--- src/rtl/lcdt_pkg.sv ---
package lcdt_pkg;

    typedef enum logic {
        SC_IDLE = 1'b0,
        SC_RUN  = 1'b1
    } scan_e;

    typedef struct packed {
        logic hs_low;
        logic vs_low;
        logic de_low;
        logic data_fall;
    } pol_t;

endpackage

--- src/rtl/lcdt_axis_window.sv ---
module lcdt_axis_window #(
    parameter int CW = 10
) (
    input  logic [CW-1:0] cnt,
    input  logic [CW-1:0] sync_end,
    input  logic [CW-1:0] win_start,
    input  logic [CW-1:0] win_end,
    output logic          sync_on,
    output logic          in_win,
    output logic [CW-1:0] offset,
    output logic          at_first,
    output logic          at_last
);
    localparam logic [CW-1:0] ONE = CW'(1);

    always_comb begin
        sync_on  = (cnt < sync_end);
        in_win   = (cnt >= win_start) && (cnt < win_end);
        offset   = in_win ? (cnt - win_start) : '0;
        at_first = (cnt == win_start);
        at_last  = (cnt == (win_end - ONE));
    end
endmodule

--- src/rtl/lcdt_scan_ctrl.sv ---
module lcdt_scan_ctrl #(
    parameter int CW = 10
) (
    input  logic               clk,
    input  logic               rst_n,
    input  logic [CW-1:0]      in_hse,
    input  logic [CW-1:0]      in_vse,
    input  logic [CW-1:0]      in_ht,
    input  logic [CW-1:0]      in_vt,
    input  logic [CW-1:0]      in_hds,
    input  logic [CW-1:0]      in_hde,
    input  logic [CW-1:0]      in_vds,
    input  logic [CW-1:0]      in_vde,
    input  lcdt_pkg::pol_t     in_pol,
    input  logic               start_req,
    input  logic               stop_req,
    input  logic               clr_req,
    output logic [CW-1:0]      hcnt,
    output logic [CW-1:0]      vcnt,
    output logic               scanning,
    output logic               stopped,
    output logic [CW-1:0]      sh_hse,
    output logic [CW-1:0]      sh_vse,
    output logic [CW-1:0]      sh_ht,
    output logic [CW-1:0]      sh_vt,
    output logic [CW-1:0]      sh_hds,
    output logic [CW-1:0]      sh_hde,
    output logic [CW-1:0]      sh_vds,
    output logic [CW-1:0]      sh_vde,
    output lcdt_pkg::pol_t     sh_pol
);
    import lcdt_pkg::*;

    localparam logic [CW-1:0] ONE = CW'(1);

    typedef struct packed {
        logic [CW-1:0] hse;
        logic [CW-1:0] vse;
        logic [CW-1:0] ht;
        logic [CW-1:0] vt;
        logic [CW-1:0] hds;
        logic [CW-1:0] hde;
        logic [CW-1:0] vds;
        logic [CW-1:0] vde;
        pol_t          pol;
    } shadow_t;

    typedef struct packed {
        scan_e         st;
        logic          stopped;
        logic          dis_pend;
        logic [CW-1:0] hcnt;
        logic [CW-1:0] vcnt;
        shadow_t       sh;
    } state_t;

    state_t  s_d, s_q;
    shadow_t cfg_now;
    logic    line_last, frame_last;

    always_comb begin
        cfg_now = '{hse: in_hse, vse: in_vse, ht: in_ht, vt: in_vt,
                    hds: in_hds, hde: in_hde, vds: in_vds, vde: in_vde,
                    pol: in_pol};
        line_last  = (s_q.hcnt == (s_q.sh.ht - ONE));
        frame_last = line_last && (s_q.vcnt == (s_q.sh.vt - ONE));

        s_d = s_q;
        if (clr_req) begin
            s_d.stopped = 1'b0;
        end

        unique case (s_q.st)
            SC_IDLE: begin
                s_d.dis_pend = 1'b0;
                if (start_req && !stop_req) begin
                    s_d.st   = SC_RUN;
                    s_d.hcnt = '0;
                    s_d.vcnt = '0;
                    s_d.sh   = cfg_now;
                end
            end
            SC_RUN: begin
                if (stop_req) begin
                    s_d.dis_pend = 1'b1;
                end
                if (line_last) begin
                    s_d.hcnt = '0;
                    if (frame_last) begin
                        s_d.vcnt = '0;
                        if (s_q.dis_pend || stop_req) begin
                            s_d.st       = SC_IDLE;
                            s_d.stopped  = 1'b1;
                            s_d.dis_pend = 1'b0;
                        end else begin
                            s_d.sh = cfg_now;
                        end
                    end else begin
                        s_d.vcnt = s_q.vcnt + ONE;
                    end
                end else begin
                    s_d.hcnt = s_q.hcnt + ONE;
                end
            end
            default: s_d.st = SC_IDLE;
        endcase
    end

    always_ff @(posedge clk or negedge rst_n) begin
        if (!rst_n) begin
            s_q <= '0;
        end else begin
            s_q <= s_d;
        end
    end

    assign hcnt     = s_q.hcnt;
    assign vcnt     = s_q.vcnt;
    assign scanning = (s_q.st == SC_RUN);
    assign stopped  = s_q.stopped;
    assign sh_hse   = s_q.sh.hse;
    assign sh_vse   = s_q.sh.vse;
    assign sh_ht    = s_q.sh.ht;
    assign sh_vt    = s_q.sh.vt;
    assign sh_hds   = s_q.sh.hds;
    assign sh_hde   = s_q.sh.hde;
    assign sh_vds   = s_q.sh.vds;
    assign sh_vde   = s_q.sh.vde;
    assign sh_pol   = s_q.sh.pol;
endmodule

--- src/rtl/lcdt_timing_gen.sv ---
module lcdt_timing_gen #(
    parameter int CW = 10
) (
    input  logic          clk,
    input  logic          rst_n,
    input  logic [CW-1:0] cfg_hsync_end,
    input  logic [CW-1:0] cfg_vsync_end,
    input  logic [CW-1:0] cfg_h_total,
    input  logic [CW-1:0] cfg_v_total,
    input  logic [CW-1:0] cfg_h_disp_start,
    input  logic [CW-1:0] cfg_h_disp_end,
    input  logic [CW-1:0] cfg_v_disp_start,
    input  logic [CW-1:0] cfg_v_disp_end,
    input  logic          cfg_hsync_low,
    input  logic          cfg_vsync_low,
    input  logic          cfg_de_low,
    input  logic          cfg_data_fall,
    input  logic          scan_enable,
    input  logic          scan_disable,
    input  logic          status_clear,
    output logic          hsync,
    output logic          vsync,
    output logic          de,
    output logic [CW-1:0] pix_x,
    output logic [CW-1:0] pix_y,
    output logic          frame_start,
    output logic          frame_end,
    output logic          data_fall,
    output logic          scan_active,
    output logic          scan_stopped
);
    import lcdt_pkg::*;

    localparam int NAX = 2;

    logic [CW-1:0] hcnt, vcnt;
    logic          scanning, stopped;
    logic [CW-1:0] sh_hse, sh_vse, sh_ht, sh_vt;
    logic [CW-1:0] sh_hds, sh_hde, sh_vds, sh_vde;
    pol_t          sh_pol, pol_in;

    logic [CW-1:0] ax_cnt   [NAX];
    logic [CW-1:0] ax_sync  [NAX];
    logic [CW-1:0] ax_start [NAX];
    logic [CW-1:0] ax_end   [NAX];
    logic [CW-1:0] ax_off   [NAX];
    logic [NAX-1:0] ax_sync_on, ax_in, ax_first, ax_last;

    logic de_raw, hs_raw, vs_raw;

    assign pol_in = '{hs_low: cfg_hsync_low, vs_low: cfg_vsync_low,
                      de_low: cfg_de_low, data_fall: cfg_data_fall};

    lcdt_scan_ctrl #(.CW(CW)) u_ctrl (
        .clk       (clk),
        .rst_n     (rst_n),
        .in_hse    (cfg_hsync_end),
        .in_vse    (cfg_vsync_end),
        .in_ht     (cfg_h_total),
        .in_vt     (cfg_v_total),
        .in_hds    (cfg_h_disp_start),
        .in_hde    (cfg_h_disp_end),
        .in_vds    (cfg_v_disp_start),
        .in_vde    (cfg_v_disp_end),
        .in_pol    (pol_in),
        .start_req (scan_enable),
        .stop_req  (scan_disable),
        .clr_req   (status_clear),
        .hcnt      (hcnt),
        .vcnt      (vcnt),
        .scanning  (scanning),
        .stopped   (stopped),
        .sh_hse    (sh_hse),
        .sh_vse    (sh_vse),
        .sh_ht     (sh_ht),
        .sh_vt     (sh_vt),
        .sh_hds    (sh_hds),
        .sh_hde    (sh_hde),
        .sh_vds    (sh_vds),
        .sh_vde    (sh_vde),
        .sh_pol    (sh_pol)
    );

    assign ax_cnt[0]   = hcnt;
    assign ax_sync[0]  = sh_hse;
    assign ax_start[0] = sh_hds;
    assign ax_end[0]   = sh_hde;
    assign ax_cnt[1]   = vcnt;
    assign ax_sync[1]  = sh_vse;
    assign ax_start[1] = sh_vds;
    assign ax_end[1]   = sh_vde;

    for (genvar a = 0; a < NAX; a++) begin : g_axis
        lcdt_axis_window #(.CW(CW)) u_win (
            .cnt       (ax_cnt[a]),
            .sync_end  (ax_sync[a]),
            .win_start (ax_start[a]),
            .win_end   (ax_end[a]),
            .sync_on   (ax_sync_on[a]),
            .in_win    (ax_in[a]),
            .offset    (ax_off[a]),
            .at_first  (ax_first[a]),
            .at_last   (ax_last[a])
        );
    end

    always_comb begin
        hs_raw      = scanning && ax_sync_on[0];
        vs_raw      = scanning && ax_sync_on[1];
        de_raw      = scanning && (&ax_in);
        hsync       = hs_raw ^ sh_pol.hs_low;
        vsync       = vs_raw ^ sh_pol.vs_low;
        de          = de_raw ^ sh_pol.de_low;
        pix_x       = de_raw ? ax_off[0] : '0;
        pix_y       = de_raw ? ax_off[1] : '0;
        frame_start = de_raw && (&ax_first);
        frame_end   = de_raw && (&ax_last);
        data_fall   = sh_pol.data_fall;
    end

    assign scan_active  = scanning;
    assign scan_stopped = stopped;
endmodule

--- config.mk ---
export PLATFORM = sky130hd
export DESIGN_NAME = lcdt_timing_gen
export DESIGN_NICKNAME = d
export VERILOG_FILES = /design/src/rtl/lcdt_pkg.sv /design/src/rtl/lcdt_axis_window.sv /design/src/rtl/lcdt_scan_ctrl.sv /design/src/rtl/lcdt_timing_gen.sv
export SDC_FILE = /design/constraint.sdc
export NUM_CORES = 1
export LEC_CHECK = 0
export ABC_AREA = 1
export BUFFER_PORTS_ARGS = -buffer_cell sky130_fd_sc_hd__buf_2
export CAP_MARGIN = 20
export CORE_MARGIN = 4
export CORE_UTILIZATION = 53
export CTS_CLUSTER_DIAMETER = 60
export DETAILED_ROUTE_END_ITERATION = 8
export PLACE_DENSITY = 0.76
export SLEW_MARGIN = 15
export SYNTH_ARGS = -nofsm -noshare
export SYNTH_HDL_FRONTEND = slang
export SYNTH_SLANG_ARGS = --single-unit
--- constraint.sdc ---
create_clock -name clk -period 2.55 [get_ports clk]
set_input_delay 0.51 -clock clk [delete_from_list [all_inputs] [get_ports clk]]
set_output_delay 0.51 -clock clk [all_outputs]
set_load 0.01 [all_outputs]
Word level (Yosys, flattened, before mapping) --
Index checks and enable logic that the tools add are counted.
Storage, ports and cells: logic and storage cells 80, flip-flop bits (word level) 107
Cells by class: add/subtract/negate cells 8, equality and inequality tests 10, reduce and logical (&&, ||, !) cells 16, bitwise gates (word level) 4, mux-type cells 19, magnitude comparators 6
Operators with widths (count):
- one-hot mux 105 bit (2 select lines) | 1
- 2-to-1 mux 84 bit | 2
- 2-to-1 mux 104 bit | 1
- 2-to-1 mux 94 bit | 1
- == test 10 bit | 6
- 2-to-1 mux 10 bit | 6
- less-than comparator 10 bit | 4
- subtractor 10 x 1 -> 10 bit (second input constant) | 4
- adder 10 x 1 -> 10 bit (second input constant) | 2
- >= comparator 10 bit | 2
- subtractor 10 bit | 2
- logical AND 1 bit | 9
- 2-to-1 mux 3 bit | 3
- AND reduction 2 bit | 4
- inequality test 2 bit (second input constant) | 3
- 2-to-1 mux 1 bit | 4
- AND reduction 4 bit | 1
- bitwise XOR 1 bit | 3
- inequality test 2 x 1 -> 1 bit (second input constant) | 1
- one-hot mux 1 bit (2 select lines) | 1
- zero test 1 bit | 1
- logical OR 1 bit | 1
- inverter 1 bit | 1

Longest topological paths before layout --
Gate-level depths: netlist (run 1).
depth after elaboration 6, mapped depth 19, mapped depth without buffers 17

Hierarchy --
Synthesis (run 1) repeated with hierarchy kept, for this count alone.
Unflattened totals: cell total of the unflattened synthesis 1399, area total of the unflattened synthesis 9570.4 sq um
By module, submodules not included:
- lcdt_scan_ctrl | cells an instance 825, area each 6352.3 sq um, instances 1
- lcdt_axis_window at g_axis[1].u_win | cells an instance 256, area each 1453.9 sq um, instances 1
- lcdt_axis_window at g_axis[0].u_win | cells an instance 259, area each 1451.4 sq um, instances 1
- lcdt_timing_gen | cells an instance 59, area each 312.8 sq um, instances 1

Worst setup path before layout (run 1) --
OpenSTA, ideal clock, no wires.
kind register to output, from register u_ctrl.s_q, in the netlist u_ctrl.vcnt[0], to output frame_end, data required time 2.040 ns, setup slack -0.193 ns, data arrival time 2.233 ns, cell stages (with the launch flop) 16, path buffers 1, cell sequence dfrtp_1 -> inv_1 -> ha_1 -> inv_1 -> fa_1 -> nand3_1 -> nand3_1 -> nand2_1 -> nand3_1 -> nor2_1 -> o21bai_1 -> nand2_1 -> nor2_1 -> nand2_1 -> clkbuf_1 -> nor2_1
On the way: longest elaborated chain between the ends 5, elaborated cells on any way between the ends 8, classes of those cells order compare: 2; eq/ne: 1; reduce/logical: 5
Ends and longest elaborated chain:
- start: declaration | line lcdt_scan_ctrl.sv:57 | state_t s_d, s_q;
- start signal: assignment | line lcdt_scan_ctrl.sv:111 | s_q <= '0;
- start signal: assignment | line lcdt_scan_ctrl.sv:113 | s_q <= s_d;
- >= comparator 10 bit / less-than comparator 10 bit (equally long branches) | line lcdt_axis_window.sv:18 | in_win = (cnt >= win_start) && (cnt < win_end);
- logical AND 1 bit | line lcdt_axis_window.sv:18
- AND reduction 2 bit | line lcdt_timing_gen.sv:110 | de_raw = scanning && (&ax_in);
- logical AND 1 bit | line lcdt_timing_gen.sv:110
- logical AND 1 bit (*) | line lcdt_timing_gen.sv:117 | frame_end = de_raw && (&ax_last);
- end: declaration | line lcdt_timing_gen.sv:27 | output logic frame_end,
Every way passes the cells marked *; elsewhere a longest branch is shown, timed or not.

Worst setup path in the final report (run 1) --
from register u_ctrl.s_q, in the netlist u_ctrl.sh_vde[9], to output pix_x[4]
On the way: longest elaborated chain between the ends 5
Ends and longest elaborated chain:
- less-than comparator 10 bit | line lcdt_axis_window.sv:18
- logical AND 1 bit | line lcdt_axis_window.sv:18
- AND reduction 2 bit | line lcdt_timing_gen.sv:110
- logical AND 1 bit | line lcdt_timing_gen.sv:110
- 2-to-1 mux 10 bit | line lcdt_timing_gen.sv:114 | pix_x = de_raw ? ax_off[0] : '0;
- end: declaration | line lcdt_timing_gen.sv:24 | output logic [CW-1:0] pix_x,
Every way passes these cells.

==> results of run 1 <==
cells in the mapped netlist, types with 3 or more instances:
library cell    n
nor2_2          5
buf_2          11
a21boi_0        3
a211oi_1        4
o21ai_0        17
inv_2          11
nand2_1       353
nand4_1        14
o211ai_1        3
dfrtp_1       107
nor4_1          3
buf_6           8
o22ai_1         8
nor2_1        113
o21a_1          3
inv_1         113
clkbuf_1       15
xnor2_1        33
nand3_1       143
nand3b_1        5
ha_1           64
xor2_1         33
nor3_1         13
a21oi_1        34
final timing paths:
| check | cells past startpoint | slack (ps) | start | end |
|---|---|---|---|---|
| setup / recovery | 13 | -470 | u_ctrl.sh_vde[9] | pix_x[4] |
| hold / removal | 1 | 110 | rst_n | u_ctrl.sh_hds[8] |
| setup reg to reg | 18 | 30 | u_ctrl.sh_ht[0] | u_ctrl.sh_hds[7] |
| hold reg to reg | 2 | 480 | u_ctrl.sh_hse[4] | u_ctrl.sh_hse[4] |
| max in group asynchronous | 2 | 1710 | rst_n | u_ctrl.hcnt[3] |
| min in group clk | 2 | 340 | status_clear | u_ctrl.stopped |
logic make-up after synthesis:
group,count (synthesis),share of synthesized area (%)
adders and majority gates,66,10.5
AOI/OAI and AO/OA,77,5.54
DFF,107,33.5
buffers and inverters,164,8.73
and+or+nand+nor,653,34.2
xor gates and xnor gates,67,7.51
final cells by class:
cell class                      count  area [µm²]
Tap cell                          184         230
Timing Repair Buffer              231        1830
Multi-Input combinational cell    864        5260
Sequential cell                   107        2690
Inverter                          126         473
Clock inverter                      7        78.8
Clock buffer                        9         225
Fill cell                        1100        3850
worst max-delay path: stages, from the launching register on:
cell and delay [ps]:
dfrtp_1 340, inv_1 60, ha_1 340, nand2_1 100, nor2_1 50, a211oi_1 210, o21ai_1 120, nor2_1 140
nand2_1 110, nor2_4 140, nand2_4 110, buf_16 170, a21oi_4 120, buf_6 110
layer usage:
metal / up-vias / global-route usage (%) / part of all wire [%] / routed length [µm]
met2: 405 / 46.9 / 47 / 12800
li1: 4049 / - / - / -
met1: 4032 / 36.4 / 40 / 10800
met5: - / 0 / 0 / 0
met3: 104 / 6.14 / 7.5 / 2030
met4: 0 / 13.6 / 5.1 / 1380
power groups by stage:
| stage | logic, mW | clock network (mW) | registers, mW |
|---|---|---|---|
| 2_1_floorplan | 0.000981 | 0 | 1.73 |
| 3_3_place_gp | 0.107 | 0 | 1.73 |
| 3_5_place_dp | 0.109 | 0 | 1.73 |
| 4_1_cts | 0.109 | 1.46 | 1.69 |
| 5_1_grt | 0.121 | 1.53 | 1.69 |
| 6_report | 0.107 | 1.46 | 1.69 |
repair_timing:
item                       4_1_cts  5_1_grt
setup endpoints to repair       25      120
pin swaps                        5       30
gates resized for setup         39      112
setup buffers                   14       23
gates cloned                     1       13
through the flow:
stage	total power [mW]	cells	cell area, µm²
floorplan	1.73	1134	8090
global placement	1.84	1469	9280
detailed placement	1.84	1469	9280
CTS	3.26	1500	9900
global route	3.34	1528	10800
finish	3.26	1528	10800
==> key figures, run 1 <==
STA
  – Slew @ Worst Pin: 772 ps
  – Endpoints failing hold: 0
  – RSZ-0062 raised after global routing: true
  – Final Setup Violations: 25
  – Max Fclk: 0.331 GHz
  – Clk_skew: 10.7 ps
  – Final Max Tran Viols: 0
  – Hold_ws: 112 ps
  – Period utilization: 119%
  – Setup ws final: -472 ps
  – Slew Limit Headroom: 48.6%
  – Setup total negative slack: -9990 ps
  – Tmin final: 3020 ps

Synthesis
  – Top FF cell, synth: dfrtp_1
  – Post-synth EDFFs: 0
  – Cell variety after synth: 38
  – Post-synth design cell area: 7990 µm²
  – Synth top area cells: dfrtp_1 33%, nand2_1 17%, ha_1 10%, nand3_1 9.0%, inv_1 5.3%
  – Syn Inst Count: 1134
  – Yosys top cell area share: 33.5%
  – Register area share after synthesis: 33.5%
  – Cell taking the most area after synthesis: dfrtp_1
  – Syn Nets: 1289
  – Async S/R FF share, synth: 100%
  – Synth warn: 0
  – #FFs+latches synth: 107
  – Synthesized area per cell: 7.05 µm²

GRT
  – Largest net degree at the start of global routing: 59
  – Antenna violations before repair: 0
  – First-pass GRT wire length: 38400 µm
  – Grt ovf: 0
  – Total GRT Usage: 28.7%
  – Vias in the first global route: 8023

Critical path
  – Critical path class: reg -> out
  – Critical Path Sink Type: primary output
  – Startpoint types: flip-flop
  – Critical Path Fanout Max: 7
  – Crit path DAT: 2510 ps
  – Critical path data required time: 2040 ps

Power
  – Switch share: 25.0%
  – Max VDD drop: 0.351 mV
  – Register share of total power: 52.0%
  – P_int: 2.44 mW
  – Power Density: 302 nW/µm²
  – Sw Pwr: 813 µW
  – Comb pwr share: 3.3%
  – Part of the power in the clock network: 44.7%
  – Leak: 5.53 nW

Clocking
  – Worst-Skew Late Latency: 380 ps
  – Htree depth: 3
  – CTS root buf: clkbuf_16
  – CTS Hold Buffers Added: 0
  – Clock transition at the registers of the reported paths: 80 ps
  – CTS Buffer Depth: 2
  – CTS Buf Count: 9
  – CTS tree: built
  – CTS sink count: 107

Routing
  – DR WL/cell: 17.7 µm
  – DR vias/cell: 5.62
  – Number of DRC markers in iteration 0: 769
  – Via count: 8590
  – Post-route ant nets: 0
  – DRT Pass-1 Iters: 5
  – # DRC: 0
  – Final WL: 27000 µm

Die
  – Horiz. Die Dim: 131 µm
  – Io pins: 117
  – Die Ht: 131 µm
  – Core area: 14600 µm²
  – Row count: 44
  – Initial Utilization: 54.6%
  – Die Area: 17100 µm²

Placement
  – Pre-CTS setup slack: -53.4 ps
  – GP Congestion: 0.985
  – DPL Wire Length: 17800 µm
  – Buffers added on ports: 116

Min path
  – HP Class: in -> async

Layout
  – Area Overhead vs Synth: 35.0%
  – Final #Nets: 1494
  – Most frequent cells in the layout: 341 x nand2_1, 138 x nand3_1, 109 x inv_1, 101 x buf_2, 97 x dfrtp_1
  – Number of diodes: 0
  – Commonest non-fill, non-tap cell in the layout: nand2_1
  – Fin util: 73.7%
  – Layout cells sized above 1: 27.5%

Run status
  – Status: finished, violations left
  – Failing checks: negative setup slack

Job
  – Max cap viols: 0
(Power assumes the default switching activity.)
==> run 2, diff against run 1 <==
--- a/config.mk
+++ b/config.mk
@@ -8,11 +8,13 @@
 export ABC_AREA = 1
 export BUFFER_PORTS_ARGS = -buffer_cell sky130_fd_sc_hd__buf_2
 export CAP_MARGIN = 20
+export CELL_PAD_IN_SITES_DETAIL_PLACEMENT = 1
+export CELL_PAD_IN_SITES_GLOBAL_PLACEMENT = 1
 export CORE_MARGIN = 4
-export CORE_UTILIZATION = 53
+export CORE_UTILIZATION = 42
 export CTS_CLUSTER_DIAMETER = 60
 export DETAILED_ROUTE_END_ITERATION = 8
-export PLACE_DENSITY = 0.76
+export PLACE_DENSITY = 0.79
 export SLEW_MARGIN = 15
 export SYNTH_ARGS = -nofsm -noshare
 export SYNTH_HDL_FRONTEND = slang
==> constraint.sdc (replaced) <==
create_clock -name clk -period 2.89 [get_ports clk]
set_input_delay 0.578 -clock clk [delete_from_list [all_inputs] [get_ports clk]]
set_output_delay 0.578 -clock clk [all_outputs]
set_load 0.01 [all_outputs]
==> key figures, run 2 (synthesized netlist as in run 1, its figures left out) <==
Routing
  – DRT Pass-1 Iters: 5 (unchanged)
  – # DRC: 0 (unchanged)
  – Final WL: 27500 µm (+2.0%)
  – Post-route ant nets: 0 (unchanged)
  – Number of DRC markers in iteration 0: 522 (-32%)
  – DR WL/cell: 17.9 µm (+1.3%)
  – DR vias/cell: 5.31 (-5.5%)
  – Via count: 8170 (-4.9%)

STA
  – Final Setup Violations: 23 (-8.0%)
  – Setup ws final: -328 ps (+144 ps)
  – Endpoints failing hold: 0 (unchanged)
  – Tmin final: 3220 ps
  – Max Fclk: 0.311 GHz
  – Clk_skew: 10.6 ps (-0.113 ps)
  – Slew @ Worst Pin: 541 ps (-230 ps)
  – Final Max Tran Viols: 0 (unchanged)
  – Slew Limit Headroom: 63.8% (+15 points)
  – RSZ-0062 raised after global routing: true
  – Hold_ws: 190 ps (+78.4 ps)
  – Period utilization: 111%

Job
  – Max cap viols: 0 (unchanged)

Run status
  – Status: finished, violations left
  – Failing checks: negative setup slack

Die
  – Row count: 50 (+14%)
  – Io pins: 117 (unchanged)
  – Horiz. Die Dim: 146 µm (+12%)
  – Initial Utilization: 42.7% (-12 points)
  – Die Area: 21300 µm² (+25%)
  – Die Ht: 146 µm (+12%)
  – Core area: 18700 µm² (+28%)

Critical path
  – CP top delay family: simple AND/OR/NAND/NOR gates
  – Startpoint types: flip-flop
  – Critical path data required time: 2310 ps (+270 ps)
  – Crit path DAT: 2640 ps (+130 ps)
  – Critical Path Sink Type: primary output
  – Most Frequent Cell on Critical Path: nand3_2
  – CP Cell Sequence: inv_2 > ha_4 > inv_4 > fa_2 > nand3_2 > nand3_2 > nand2_2 > nand3_2 > nor2_2 > o21bai_1 > nand2_1 > nor2_4 > nand2_4 > clkbuf_16 > nor2_2 > buf_2
  – Crit-path max cell delay: 410 ps (+70 ps)
  – Critical path class: reg -> out
  – Critical Path Fanout Max: 4 (-3)
  – Worst Path Buf+Inv: 4 (+1)
  – Worst path slowest cell: dfrtp_1

GRT
  – Antenna violations before repair: 0 (unchanged)
  – First-pass GRT wire length: 43300 µm (+13%)
  – Grt ovf: 0 (unchanged)
  – Largest net degree at the start of global routing: 54 (-8.5%)
  – Total GRT Usage: 24.8% (-3.9 points)
  – Vias in the first global route: 8542 (+6.5%)

Layout
  – Area Overhead vs Synth: 24.4%
  – Number of diodes: 0 (unchanged)
  – Commonest non-fill, non-tap cell in the layout: nand2_1
  – Final #Nets: 1454 (-2.7%)
  – Most frequent cells in the layout: 346 x nand2_1, 139 x nand3_1, 111 x buf_2, 109 x inv_1, 106 x dfrtp_1
  – Finished Cell Area: 9950 µm² (-7.8%)
  – Post-Layout Cell Count: 1538 (+0.65%)
  – Layout cells sized above 1: 21.5% (-5.9 points)

Clocking
  – CTS Buf Count: 9 (unchanged)
  – CTS Buffer Depth: 2 (unchanged)
  – CTS tree: built
  – Htree depth: 3 (unchanged)
  – Clock transition at the registers of the reported paths: 80 ps (about the same)
  – CTS root buf: clkbuf_16
  – Worst-Skew Late Latency: 370 ps (about the same)
  – CTS sink count: 107 (unchanged)

Power
  – Leak: 5.22 nW (-5.7%)
  – Power Density: 293 nW/µm² (-2.8%)
  – Max VDD drop: 0.234 mV (-33%)

Placement
  – DPL Wire Length: 20200 µm (+13%)
  – Dpl cells: 1506 (+2.5%)
  – Pre-CTS setup slack: -86.0 ps (-32.6 ps)
  – Cell Area, Placed: 9160 µm² (-1.3%)
  – Buffers added on ports: 116 (unchanged)
  – GP Congestion: 0.876 (-11%)

Min path
  – HP Class: in -> async
## run 2: changes by cell type in the layout (fill, tap and decap cells not counted), sizes merged
cell	before	now
buf	225	191
clkbuf	15	10
bufinv	0	1
clkinvlp	2	1
nand2	355	354
## run 2: through the flow
stage	total power, mW	util, %	TNS (ps)
floorplan	1.53	-	0
global placement	1.62	48.9	0
detailed placement	1.62	48.9	-769
CTS	2.95	51.5	-4490
global route	3.03	53.2	-20650
finish	2.92	53.2	-6960
## run 2: area by class of cell
| type | instances | area [µm²] |
|---|---|---|
| Sequential cell | 107 | 2680 |
| Timing Repair Buffer | 192 | 1270 |
| Clock inverter | 7 | 83.8 |
| Inverter | 126 | 475 |
| Multi-Input combinational cell | 863 | 4930 |
| Fill cell | 2409 | 8760 |
| Clock buffer | 9 | 225 |
| Tap cell | 234 | 293 |
## run 2: final timing paths
path                                   from               end  slack, ps  depth (start not counted)
hold reg to reg            u_ctrl.sh_vds[5]  u_ctrl.sh_vds[5]        470                          2
hold / removal                        rst_n    u_ctrl.vcnt[7]        190                          1
max in group asynchronous             rst_n  u_ctrl.sh_vse[2]       1960                          2
setup / recovery             u_ctrl.vcnt[0]          pix_x[5]       -330                         16
setup reg to reg            u_ctrl.sh_ht[0]  u_ctrl.sh_vse[5]        120                         18
min in group clk               status_clear    u_ctrl.stopped        400                          2
## run 2: repair_timing
item	CTS	global route
resized for setup	20	51
hold buffers	0	0
buffers inserted	10	7
setup endpoints to repair	23	109
cloned	1	1
pin swaps	9	17
## run 2: power by group
| part | switching [mW] | internal (mW) | leakage [nW] |
|---|---|---|---|
| Sequential | 0.0000000000000000295 | 1.50 | 1.46 |
| Combinational | 0.0514 | 0.0457 | 3.61 |
| Clock | 0.636 | 0.691 | 0.149 |
## run 2: layer usage
metal,part of all wire (%),vias to the layer above,global-route usage (%)
met5,0,-,0
met4,3.0,0,6.89
met3,3.5,59,3.99
met2,50,178,43.8
met1,44,3976,31.4
li1,-,3957,-
==> run 3, diff against run 2 <==
--- a/config.mk
+++ b/config.mk
@@ -10,6 +10,7 @@
 export CAP_MARGIN = 20
 export CELL_PAD_IN_SITES_DETAIL_PLACEMENT = 1
 export CELL_PAD_IN_SITES_GLOBAL_PLACEMENT = 1
+export CORE_ASPECT_RATIO = 1.4
 export CORE_MARGIN = 4
 export CORE_UTILIZATION = 42
 export CTS_CLUSTER_DIAMETER = 60
==> key figures, run 3 (synthesized netlist as in run 1, its figures left out) <==
GRT
  – Largest net degree at the start of global routing: 108 (+100%)
  – Vias in the first global route: 8670 (+1.5%)
  – Total GRT Usage: 25.8% (+1.0 points)
  – Antenna violations before repair: 0 (unchanged)
  – Grt ovf: 0 (unchanged)
  – First-pass GRT wire length: 44200 µm (+2.2%)

Critical path
  – Worst path slowest cell: dfrtp_2
  – Crit-path max cell delay: 440 ps (+30 ps)
  – Critical Path Sink Type: primary output
  – Critical path data required time: 2310 ps (about the same)
  – Critical Path Fanout Max: 5 (+1)
  – Crit path DAT: 2550 ps (-90 ps)
  – Worst Path Buf+Inv: 3 (-1)
  – CP Cell Sequence: inv_1 > ha_1 > a21oi_1 > o21a_1 > o21ai_1 > nor2_1 > nand2_1 > nor2_4 > nand2_4 > buf_6 > nor2_2 > buf_2
  – CP top delay family: simple AND/OR/NAND/NOR gates
  – Critical path class: reg -> out
  – Startpoint types: flip-flop

Placement
  – GP Congestion: 0.894 (+2.1%)
  – Cell Area, Placed: 8990 µm² (-1.8%)
  – DPL Wire Length: 20400 µm (+1.1%)
  – Buffers added on ports: 116 (unchanged)

Clocking
  – CTS root buf: clkbuf_16
  – CTS tree: built
  – CTS Buffer Depth: 2 (unchanged)
  – Clock transition at the registers of the reported paths: 80 ps (about the same)
  – CTS Buf Count: 9 (unchanged)
  – Worst-Skew Late Latency: 370 ps (about the same)
  – Htree depth: 3 (unchanged)
  – CTS Hold Buffers Added: 0 (unchanged)
  – CTS sink count: 107 (unchanged)

STA
  – Max Fclk: 0.320 GHz (+2.9%)
  – RSZ-0062 raised after global routing: true
  – Setup ws final: -236 ps (+92.1 ps)
  – Hold_ws: 282 ps (+91.8 ps)
  – Clk_skew: 9.23 ps (-1.40 ps)
  – Slew Limit Headroom: 60.6% (-3.2 points)
  – Endpoints failing hold: 0 (unchanged)
  – Period utilization: 108% (-3.2 points)
  – Final Setup Violations: 23 (unchanged)
  – Setup total negative slack: -4180 ps (+2770 ps)
  – Final Max Tran Viols: 0 (unchanged)
  – Tmin final: 3130 ps (-92.1 ps)
  – Slew @ Worst Pin: 590 ps (+49.2 ps)

Layout
  – Finished Cell Area: 10000 µm² (+0.86%)
  – Final #Nets: 1444 (-0.69%)
  – Layout cells sized above 1: 23.3% (+1.8 points)
  – Area Overhead vs Synth: 25.5%
  – Commonest non-fill, non-tap cell in the layout: nand2_1
  – Number of diodes: 0 (unchanged)
  – Most frequent cells in the layout: 349 x nand2_1, 139 x nand3_1, 113 x buf_2, 106 x inv_1, 96 x dfrtp_1

Routing
  – DR WL/cell: 18.8 µm (+5.3%)
  – DRT Pass-1 Iters: 4 (-1)
  – DR vias/cell: 5.32 (+0.13%)
  – Via count: 8181 (+0.13%)
  – Number of DRC markers in iteration 0: 355 (-32%)
  – # DRC: 0 (unchanged)
  – Post-route ant nets: 0 (unchanged)
  – Final WL: 29000 µm (+5.3%)

Power
  – Power Density: 310 nW/µm² (+5.7%)
  – Leak: 5.17 nW (-0.94%)
  – Max VDD drop: 0.357 mV (+53%)

Job
  – Max cap viols: 0 (unchanged)

Die
  – Row count: 59 (+18%)
  – Initial Utilization: 42.8% (+0.066 points)
  – Die Area: 21300 µm² (+0.15%)
  – Io pins: 117 (unchanged)
  – Horiz. Die Dim: 125 µm (-15%)
  – Core area: 18700 µm² (-0.15%)
  – Die Ht: 171 µm (+17%)

Run status
  – Failing checks: negative setup slack
  – Status: finished, violations left

Min path
  – HP Class: in -> async
[run 3: cell types whose count changed in the layout (fill, tap and decap cells not counted), sizes merged]
cell	previous run	this run
clkbuf	10	9
clkinv	3	1
bufinv	1	3
buf	191	182
clkinvlp	1	0
inv	128	129
[run 3: path summary, 6_finish.rpt]
kind,start,end,slack [ps],depth (start not counted)
worst max-delay path,u_ctrl.sh_hde[5],pix_x[8],-240,12
worst min-delay path,rst_n,u_ctrl.sh_pol[3],280,2
worst max register to register,u_ctrl.sh_ht[0],u_ctrl.sh_ht[0],260,17
worst min register to register,u_ctrl.sh_pol[0],u_ctrl.sh_pol[0],480,2
max in group asynchronous,rst_n,u_ctrl.sh_vde[0],2130,2
min in group clk,status_clear,u_ctrl.stopped,410,2
[run 3: where the power goes]
| part | internal, mW | switching (mW) | leakage, nW |
|---|---|---|---|
| Clock | 0.868 | 0.656 | 0.174 |
| Combinational | 0.0449 | 0.0478 | 3.55 |
| Sequential | 1.50 | 0.0000000000000000248 | 1.45 |
| Total | 2.41 | 0.704 | 5.17 |
[run 3: worst register-to-register path, cell delays in order (launching register included)]
cell and delay [ps]:
dfrtp_1 430, inv_2 110, ha_1 230, nand2_1 150, nor2_1 190, nand2_1 70, nand2_1 60, nand2_1 80
inv_2 60, nand2_1 50, nor2_2 90, nand2_1 70, nor2_2 160, nand2_1 90, nand2_2 140, buf_12 230
nand3_1 220, nand2_1 120
[run 3: routing by layer]
metal	share of wire, %	global-route usage, %	vias to the layer above
li1	-	-	3938
met1	39	29.5	3992
met2	53	48.8	188
met3	3.2	3.08	63
met4	3.8	10.4	0
met5	0	0	-
[run 3: area by class of cell]
type | instances | area (µm²)
Clock buffer | 9 | 225
Clock inverter | 7 | 130
Fill cell | 2437 | 8640
Inverter | 126 | 475
Multi-Input combinational cell | 863 | 5030
Sequential cell | 107 | 2690
Tap cell | 244 | 305
Timing Repair Buffer | 182 | 1170
[run 3: repair_timing]
item,in CTS,in global routing
pin swaps,19,22
gates cloned,2,0
gates resized for setup,51,64
buffers inserted,22,4
endpoints found under the setup margin,23,43
[run 3: through the flow]
step,std cells,worst slack [ps],util (%),power [mW]
floorplan,1134,78.5,-,1.53
global placement,1494,103,48.1,1.62
detailed placement,1494,-46.3,48.1,1.62
CTS,1534,-161,52.0,3.13
global route,1538,-342,53.7,3.20
finish,1538,-236,53.7,3.11
